### src/rtl/busown_pkg.sv
package busown_pkg;

    typedef enum logic [1:0] {
        MODE_NONE     = 2'd0,
        MODE_IMPLICIT = 2'd1,
        MODE_EXPLICIT = 2'd2
    } own_mode_e;

    typedef struct packed {
        own_mode_e mode;
        logic      drive;
        logic      start;
    } arb_state_t;

endpackage

### src/rtl/busown_grant_sync.sv
module busown_grant_sync #(
    parameter int STAGES = 1
) (
    input  logic clk,
    input  logic rst_n,
    input  logic grant_raw,
    output logic grant_seen
);
    localparam int LAST = STAGES - 1;

    logic [LAST:0] chain_d;
    logic [LAST:0] chain_q;

    generate
        if (STAGES == 1) begin : g_single
            always_comb begin
                chain_d[0] = grant_raw;
            end
        end else begin : g_multi
            always_comb begin
                chain_d = {chain_q[LAST-1:0], grant_raw};
            end
        end
    endgenerate

    always_ff @(posedge clk or negedge rst_n) begin
        if (!rst_n) begin
            chain_q <= '0;
        end else begin
            chain_q <= chain_d;
        end
    end

    assign grant_seen = chain_q[LAST];
endmodule

### src/rtl/busown_req_hold.sv
module busown_req_hold (
    input  logic clk,
    input  logic rst_n,
    input  logic req_pulse,
    input  logic take,
    output logic pending
);
    logic pend_d;
    logic pend_q;

    // A start consumes the held request; a pulse in the same cycle survives.
    always_comb begin
        pend_d = (pend_q & ~take) | req_pulse;
    end

    always_ff @(posedge clk or negedge rst_n) begin
        if (!rst_n) begin
            pend_q <= 1'b0;
        end else begin
            pend_q <= pend_d;
        end
    end

    assign pending = pend_q;
endmodule

### src/rtl/busown_arb_fsm.sv
module busown_arb_fsm
    import busown_pkg::*;
(
    input  logic      clk,
    input  logic      rst_n,
    input  logic      grant_seen,
    input  logic      pending,
    input  logic      done,
    output logic      start_next,
    output own_mode_e mode,
    output logic      drive,
    output logic      start
);
    arb_state_t st_d;
    arb_state_t st_q;

    always_comb begin
        st_d       = st_q;
        st_d.start = 1'b0;
        unique case (st_q.mode)
            MODE_NONE: begin
                if (grant_seen && pending) begin
                    st_d.mode  = MODE_EXPLICIT;
                    st_d.drive = 1'b1;
                    st_d.start = 1'b1;
                end else if (grant_seen) begin
                    st_d.mode = MODE_IMPLICIT;
                end
            end
            MODE_IMPLICIT: begin
                if (!grant_seen) begin
                    st_d.mode = MODE_NONE;
                end else if (pending) begin
                    st_d.mode  = MODE_EXPLICIT;
                    st_d.drive = 1'b1;
                    st_d.start = 1'b1;
                end
            end
            MODE_EXPLICIT: begin
                // The bus is held until the running transfer reports done.
                if (done) begin
                    if (grant_seen && pending) begin
                        st_d.start = 1'b1;
                    end else if (grant_seen) begin
                        st_d.mode  = MODE_IMPLICIT;
                        st_d.drive = 1'b0;
                    end else begin
                        st_d.mode  = MODE_NONE;
                        st_d.drive = 1'b0;
                    end
                end
            end
            default: begin
                st_d.mode  = MODE_NONE;
                st_d.drive = 1'b0;
            end
        endcase
    end

    always_ff @(posedge clk or negedge rst_n) begin
        if (!rst_n) begin
            st_q <= '{mode: MODE_NONE, drive: 1'b0, start: 1'b0};
        end else begin
            st_q <= st_d;
        end
    end

    assign start_next = st_d.start;
    assign mode       = st_q.mode;
    assign drive      = st_q.drive;
    assign start      = st_q.start;
endmodule

### src/rtl/bus_owner_ctrl.sv
module bus_owner_ctrl
    import busown_pkg::*;
#(
    parameter int GRANT_STAGES = 1
) (
    input  logic       clk,
    input  logic       rst_n,
    input  logic       bus_grant_i,
    input  logic       xfer_req_i,
    input  logic       xfer_done_i,
    output logic       bus_drive_o,
    output logic       xfer_start_o,
    output logic [1:0] own_mode_o
);
    logic      grant_seen;
    logic      pend_q;
    logic      take;
    own_mode_e mode;

    busown_grant_sync #(.STAGES(GRANT_STAGES)) u_sync (
        .clk        (clk),
        .rst_n      (rst_n),
        .grant_raw  (bus_grant_i),
        .grant_seen (grant_seen)
    );

    busown_req_hold u_hold (
        .clk       (clk),
        .rst_n     (rst_n),
        .req_pulse (xfer_req_i),
        .take      (take),
        .pending   (pend_q)
    );

    busown_arb_fsm u_fsm (
        .clk        (clk),
        .rst_n      (rst_n),
        .grant_seen (grant_seen),
        .pending    (pend_q),
        .done       (xfer_done_i),
        .start_next (take),
        .mode       (mode),
        .drive      (bus_drive_o),
        .start      (xfer_start_o)
    );

    assign own_mode_o = mode;
endmodule

### config.mk
export PLATFORM = sky130hd
export DESIGN_NAME = bus_owner_ctrl
export DESIGN_NICKNAME = d
export VERILOG_FILES = /design/src/rtl/busown_pkg.sv /design/src/rtl/busown_grant_sync.sv /design/src/rtl/busown_req_hold.sv /design/src/rtl/busown_arb_fsm.sv /design/src/rtl/bus_owner_ctrl.sv
export SDC_FILE = /design/constraint.sdc
export NUM_CORES = 1
export LEC_CHECK = 0
export CORE_AREA = 2 2 39 41
export CTS_CLUSTER_DIAMETER = 80
export DETAILED_ROUTE_END_ITERATION = 16
export DIE_AREA = 0 0 41 43
export HOLD_SLACK_MARGIN = 0.1
export MAX_ROUTING_LAYER = met4
export PLACE_DENSITY = 0.39
export SYNTH_ARGS = -nofsm -noshare
export SYNTH_HDL_FRONTEND = slang
export SYNTH_HIERARCHICAL = 1
export SYNTH_SLANG_ARGS = --single-unit
### constraint.sdc
create_clock -name clk -period 1.2 [get_ports clk]
set_input_delay 0.3 -clock clk [delete_from_list [all_inputs] [get_ports clk]]
set_output_delay 0.3 -clock clk [all_outputs]
set_load 0.01 [all_outputs]
# Word-level counts from Yosys, hierarchy flattened
# Index checks and enable logic that the tools add are counted.
# word_totals
register_bits	6
in_bits	5
output_inout_bits	4
elab_cells	33
# classes
eq_ne	9
mux	12
bitwise_logic	3
reduce_logical	4
# op_table
operator	n
2-bit two-way mux	6
3-bit one-hot mux with 3 select lines	1
4-bit two-way mux	2
2-bit != test, second input constant	4
5-bit AND reduction	1
4-bit AND reduction	1
3-bit two-way mux	1
3-bit by 2-bit != test with 1-bit output, second input constant	1
3-bit != test, second input constant	1
1-bit one-hot mux with 3 select lines	1
2-bit by 1-bit == test with 1-bit output, second input constant	1
2-bit == test, second input constant	1
2-bit zero test	1
2-bit by 1-bit != test with 1-bit output, second input constant	1
1-bit bitwise AND	1
1-bit logical AND	1
1-bit two-way mux	1
1-bit NOT	1
1-bit bitwise OR	1

# Longest topological paths before layout
# Gate-level depths: netlist of run 1.
# logic_depth
depth_word	7
mapped_depth	4
mapped_depth_nobuf	4

# By module
# The synthesis of run 1 kept the hierarchy.
# modules_own_cells
mod	instances	cells_each	area_per_inst_um2	seq_area_each_um2
busown_arb_fsm	1	14	163.9	100.1
busown_req_hold	1	3	36.3	25.0
busown_grant_sync	1	1	25.0	25.0

# Worst setup path after synthesis of run 1
# OpenSTA, ideal clock, no wires.
# synth_timing
path_type	register -> register
start	register u_fsm.st_q (netlist bit u_fsm/mode[0])
end	register u_hold.pend_q (netlist: u_hold/pending)
setup_time_ps	118
arrival_time_ps	937
required_time_ps	1082
slack_ps	145
stages_incl_launch_ff	5
n_path_buf	0
period_less_slack_ps	1055
cell_sequence	dfrtp_1 > nand2b_1 > a21oi_1 > inv_1 > a21o_1
# synth_between
elab_chain_cells	5
elab_cells_between_ends	7
cone_classes	2 x eq/ne; 1 x mux; 3 x bitwise; 1 x reduce/logical
# synth_rtl
element	line_no	source
from (decl)	busown_arb_fsm.sv:15	arb_state_t st_q;
from (signal assigned)	busown_arb_fsm.sv:62	st_q <= '{mode: MODE_NONE, drive: 1'b0, start: 1'b0};
from (signal assigned)	busown_arb_fsm.sv:64	st_q <= st_d;
2-bit == test, or another cell as far along	busown_arb_fsm.sv:20	unique case (st_q.mode)
1-bit one-hot mux with 3 select lines *	busown_arb_fsm.sv:20	
named net take	bus_owner_ctrl.sv:17	logic take;
1-bit NOT *	busown_req_hold.sv:13	pend_d = (pend_q & ~take) | req_pulse;
1-bit bitwise AND *	busown_req_hold.sv:13	
1-bit bitwise OR *	busown_req_hold.sv:13	
named net u_hold.pend_d	busown_req_hold.sv:8	logic pend_d;
to (signal assigned)	busown_req_hold.sv:20	pend_q <= pend_d;
to (decl)	busown_req_hold.sv:9	logic pend_q;
# Mark *: on every way through the listed nets, which the timed path passes. The rest lies on a longest branch.
# A chain may end at the register's enable or synchronous reset.

# Worst setup path after layout of run 1
# layout_timing
start	register u_fsm.st_q (netlist bit u_fsm/drive)
end	output port bus_drive_o
# layout_rtl
element	line_no	source
to (decl)	bus_owner_ctrl.sv:11	output logic bus_drive_o,
# No word-level cell between the ends.

==> impl_metrics.csv, run 1 <==
group,metric,value,unit
cells_and_area,final_cell_mix,"dfrtp_1 (6), buf_4 (6), clkdlybuf4s50_1 (4), nand2b_1 (4)",
floorplanning,fp-row-count,14,
setup_path,rrSetupSlack,0.13,ns
detailed_routing,drc_errors,0,
yosys,ys_top_cells_by_area,"dfrtp_1 (67%), nand2b_1 (11%), a22oi_1 (6.7%)",
placement,placed_area,363,um^2
placement,post-place-ws,-0.217,ns
yosys,syn_avg_cell_area,12.5,um^2
detailed_routing,wl_met3,45,um
yosys,yosysTopAreaCellShare,0.667,
setup_path,setup.worst_path.end_class,"output pin",
yosys,ys_seq_elements,6,
cells_and_area,finish.instance_area,392,um^2
sta,fmax,873,MHz
yosys,yosysTopAreaCell,"dfrtp_1",
setup_path,max_stage_delay,0.37,ns
yosys,synth_area,225,um^2
clock_tree,cts_buffer_depth,2,
outcome,status,"completed",
yosys,yosys_warnings,6,
cells_and_area,syn_to_final_growth,73.9,%
floorplanning,core_region_area,1380,um^2
job,maxCapViolations,0,
floorplanning,start_util,0.163,
grt,grt_max_degree,7,
clock_tree,clkSlewWorstSetupHoldPaths,0.05,ns
detailed_routing,top_layer,"met3",
setup_path,reg2reg_depth,4,
detailed_routing,routed_wl,490,um
clock_tree,cts_tree,"built",
detailed_routing,final_antenna_net_count,0,
setup_path,cp_cell_sequence,"clkdlybuf4s15_1",
setup_path,crit_path_top_delay_cell,"dfrtp_1",
worst_hold_path,hold_class,"primary input to async pin",
floorplanning,die_w,41,um
detailed_routing,wirelength_met1,217,um
clock_tree,cts.sinks,6,
clock_tree,clk_latency,0.24,ns
power,ir_drop,0.420,mV
setup_path,path_max_fanout,2,
detailed_routing,first_iter_violations,2,
clock_tree,htree_levels,1,
placement,routabilityCongestion,0.595,
sta,drv_slew,0,
sta,period_minus_slack,1.15,ns
power,p_leak,0.186,nW
setup_path,start_kind,"register",
sta,slew_headroom,0.810,
clock_tree,cts_root_buffer,"clkbuf_4",
sta,hold_slack,0.299,ns
floorplanning,io_pins,9,
detailed_routing,vias,196,
grt,grt_pass1_wl,759,um
setup_path,rr_endpoint,"u_hold/pending$_DFF_PN0_",
yosys,netlist_instances,18,
grt,antenna_found_initial,0,
sta,fin_setup_tns,0,ns
detailed_routing,avgRoutedWirePerCell,9.61,um
detailed_routing,vias_per_cell,3.84,
setup_path,path_buf_inv,1,
sta,finalWorstSetupSlack,0.0546,ns
placement,port_buffers,8,
floorplanning,die_h,43,um
grt,grt_use_total,0.0734,
detailed_routing,drt-pass1-iter-count,2,
sta,fin_skew,0.00745,ns
yosys,yosys.cell_types.count,8,
yosys,synth_fp_nets,23,
sta,setup_violations,0,
grt,grt_pass1_vias,193,
detailed_routing,route.met2.wl,227,um
floorplanning,die_area,1760,um^2
cells_and_area,drive_gt1_frac,0.314,
sta,hold_viol,0,
setup_path,cp.arrival,0.85,ns
yosys,ys_seq_area_frac,0.667,
clock_tree,numCtsBuffers,3,
grt,grt_overflow,0,
setup_path,cp.required,0.90,ns
sta,rsz0062_at_grt,"no",
sta,fin_crit_sh,0.954,
setup_path,r2r_start,"u_fsm/mode[0]$_DFFE_PN0P_",
setup_path,crit_type,"register to output pin",
sta,tightest_slew,0.284,ns
cells_and_area,layout.nets,42,
setup_path,path_delay_family,"flip-flops",
cells_and_area,n_antenna_cell,0,
power,power_density,1440,nW/um^2
metrics by stage:
stage	util	total power [W]	instances
after CTS	0.284	0.000579	51
after global placement	0.262	0.000387	47
after detailed placement	0.262	0.000387	47
final	0.283	0.000565	51
after floorplan	-	0.000292	18
after global routing	0.283	0.000603	51
cell usage after synthesis (all sizes together):
cell,number
a21bo,1
inv,1
nand2b,4
a21o,1
nand2,1
a22oi,2
dfrtp,6
a21oi,2
what timing repair did:
action / 4_1_cts / 5_1_grt
resized for setup: 8 / 2
endpoints found under the hold margin: 0 / 0
hold buffers: 0 / 0
pin swaps: 0 / 0
setup buffers: 1 / 0
setup endpoints to repair: 4 / 2
cells by family after synthesis:
logic type	synth area share
compound gates	0.189
buf+inv	0.0167
flops	0.667
simple gates	0.128
report_power, final:
group / switching (W) / total, W / internal (W)
Sequential: 0.0000117 / 0.000239 / 0.000227
Combinational: 0.0000553 / 0.000139 / 0.0000841
Clock: 0.0000737 / 0.000187 / 0.000113
cell type report:
| class | count | area [um^2] |
|---|---|---|
| clock buffers | 3 | 22.5 |
| fillers | 147 | 992 |
| inverters | 1 | 3.75 |
| well taps | 16 | 20.0 |
| multi-input cells | 11 | 75.1 |
| flip-flops and latches | 6 | 150 |
| repair buffers | 14 | 120 |
routing by layer:
metal,vias up,global-route usage
li1,96,-
met1,91,0.0686
met2,9,0.100
met3,0,0.0471
met4,0,0.0600
met5,-,-
how the worst max path moves through the flow:
| stage | start | end | slack, ns | cells past startpoint |
|---|---|---|---|---|
| final | u_fsm/drive$_DFFE_PN0P_ | bus_drive_o | 0.05 | 1 |
| after global routing | u_fsm/mode[1]$_DFFE_PN0P_ | own_mode_o[1] | 0.002 | 1 |
| after CTS | u_fsm/mode[0]$_DFFE_PN0P_ | own_mode_o[0] | 0.03 | 1 |
| after detailed placement | xfer_done_i | u_hold/pending$_DFF_PN0_ | -0.22 | 5 |
| after global placement | xfer_done_i | u_hold/pending$_DFF_PN0_ | -0.23 | 5 |
| after floorplan | u_fsm/mode[0]$_DFFE_PN0P_ | u_hold/pending$_DFF_PN0_ | 0.15 | 4 |
flip-flops by register name, indices dropped and copies added (netlist names):
register           flops
u_fsm/drive            1
u_fsm/mode             2
u_fsm/start            1
u_hold/pending         1
u_sync/grant_seen      1
Power figures use the tool's default switching activity.
==> run 2: changes to the inputs <==
- TNS_END_PERCENT: default -> 50
- clock period: 1.2 -> 1.15 ns (I/O delays scaled with it)
==> run 2 against run 1 <==
Effect of this change:
- clock-buffer cell count stayed put
- via count up 2.6%
- die area is the same
- critical endpoint is now u_hold/pending$_DFF_PN0_
- sequential power rose by 4%
- wire length is 1.6% higher
- final area down 3.8%
==> impl_metrics.csv, run 2 (same netlist as run 1, synthesis figures left out) <==
group,metric,value,unit
placement,place_inst,47,
detailed_routing,drc_errors,0,
setup_path,cp.depth,5,
sta,slew_headroom,0.800,
grt,antenna_found_initial,0,
placement,port_buffers,8,
grt,grt_pass1_vias,194,
power,power.total,0.000583,W
setup_path,start_kind,"primary input",
sta,drv_slew,0,
grt,grt_use_total,0.0745,
grt,use_met2,0.100,
outcome,status,"completed",
clock_tree,cts_root_buffer,"clkbuf_4",
detailed_routing,first_iter_violations,2,
power,power.switching,0.000149,W
power,p_leak,0.186,nW
grt,grt_max_degree,7,
detailed_routing,vias_per_cell,3.94,
clock_tree,cts_tree,"built",
sta,fmax,907,MHz
clock_tree,numCtsBuffers,3,
setup_path,path_buf_inv,2,
power,share_comb_of_total_power,0.236,
cells_and_area,largest_register_ffs,2,
clock_tree,clk_latency,0.25,ns
power,clockPowerShare,0.338,
cells_and_area,layout.nets,42,
sta,period_minus_slack,1.10,ns
setup_path,crit_path_top_delay_cell,"clkdlybuf4s50_1",
cells_and_area,utilization,0.272,
detailed_routing,routed_wl,498,um
floorplanning,die_h,43,um
detailed_routing,avgRoutedWirePerCell,9.76,um
sta,fin_skew,0.00909,ns
floorplanning,fp-row-count,14,
setup_path,cp_cell_sequence,"clkdlybuf4s50_1 > nand2b_1 > a21oi_2 > inv_1 > a21o_1",
sta,hold_viol,0,
setup_path,cp.arrival,1.23,ns
grt,use_met1,0.0719,
setup_path,setup.worst_path.end_class,"register",
setup_path,reg2reg_depth,4,
worst_hold_path,hold_class,"primary input to async pin",
setup_path,max_stage_delay,0.48,ns
setup_path,path_max_fanout,2,
power,sw_frac_of_total,0.255,
detailed_routing,final_antenna_net_count,0,
power,ir_drop,0.438,mV
clock_tree,cts_buffer_depth,2,
cells_and_area,fillers,150,
grt,grt_pass1_wl,772,um
floorplanning,core_region_area,1380,um^2
detailed_routing,drt-pass1-iter-count,3,
grt,top_usage_layer,"met2",
clock_tree,clkSlewWorstSetupHoldPaths,0.05,ns
power,power_density,1550,nW/um^2
sta,setup_violations,0,
floorplanning,die_area,1760,um^2
placement,routabilityCongestion,0.595,
clock_tree,htree_levels,1,
cells_and_area,finish.instance_area,377,um^2
cells_and_area,drive_gt1_frac,0.400,
detailed_routing,vias,201,
grt,grt_overflow,0,
job,maxCapViolations,0,
power,seq_power_share,0.427,
sta,tightest_slew,0.300,ns
placement,placed_area,363,um^2
clock_tree,cts.sinks,6,
floorplanning,io_pins,9,
floorplanning,die_w,41,um
clock_tree,ctsHoldBuffers,0,
cells_and_area,final-instance-count-excl-fill,51,
power,p_int,0.000434,W
sta,fin_crit_sh,0.959,
cells_and_area,syn_to_final_growth,67.2,%
setup_path,path_delay_family,"buffers and inverters",
cells_and_area,final_cell_mix,"dfrtp_1 (6), buf_4 (6), clkdlybuf4s50_1 (4), nand2b_1 (4), clkbuf_4 (3)",
cells_and_area,n_antenna_cell,0,
floorplanning,start_util,0.163,
setup_path,crit_type,"primary input to register",
sta,rsz0062_at_grt,"yes",
grt,grt.met3_usage,0.0471,
setup_path,cp.required,1.28,ns
-- run 2: cell types whose count changed in the layout (fill, tap and decap cells not counted) --
cell | previous run | this run
clkbuf_2 | 1 | 2
buf_2 | 0 | 2
clkdlybuf4s15_1 | 3 | 0
-- run 2: cell type report --
| cell class | instances | area [um^2] | share of cell area |
|---|---|---|---|
| clock buffers | 3 | 22.5 | 0.0598 |
| inverters | 1 | 3.75 | 0.00997 |
| multi-input cells | 11 | 75.1 | 0.199 |
| flip-flops and latches | 6 | 150 | 0.399 |
| well taps | 16 | 20.0 | 0.0532 |
| repair buffers | 14 | 105 | 0.279 |
-- run 2: power groups by stage --
stage	combinational (W)	sequential (W)	clock [W]
after floorplan	0.0000371	0.000268	0
after global placement	0.000152	0.000252	0
after detailed placement	0.000151	0.000253	0
after CTS	0.000151	0.000249	0.000208
after global routing	0.000150	0.000251	0.000218
final	0.000137	0.000249	0.000197
-- run 2: layer usage --
metal	wire (um)	up-vias
li1	-	96
met1	226	96
met2	224	9
met3	47	0
met4	0	0
met5	0	-
-- run 2: worst paths after layout --
check / startpoint / to / slack [ns]
hold / removal: rst_n / u_fsm/mode[1]$_DFFE_PN0P_ / 0.29
hold reg to reg: u_hold/pending$_DFF_PN0_ / u_hold/pending$_DFF_PN0_ / 0.49
setup reg to reg: u_fsm/mode[0]$_DFFE_PN0P_ / u_hold/pending$_DFF_PN0_ / 0.10
setup / recovery: xfer_done_i / u_hold/pending$_DFF_PN0_ / 0.05
max in group asynchronous: rst_n / u_sync/grant_seen$_DFF_PN0_ / 0.62
min in group clk: u_hold/pending$_DFF_PN0_ / u_hold/pending$_DFF_PN0_ / 0.49
-- run 2: repair_timing --
item / CTS / global route
gates resized for setup: 11 / 4
buffers inserted: 1 / 0
pin swaps: 0 / 1
setup endpoints to repair: 5 / 5
-- run 2: through the flow --
step                      hold WS [ns]  setup slack (ns)  setup TNS (ns)
after global routing             0.309          -0.00631        -0.00631
final                            0.292            0.0471               0
after floorplan               -0.00809            0.0954               0
after detailed placement         0.480            -0.254          -0.630
after CTS                        0.287          -0.00581        -0.00581
after global placement           0.476            -0.268          -0.685
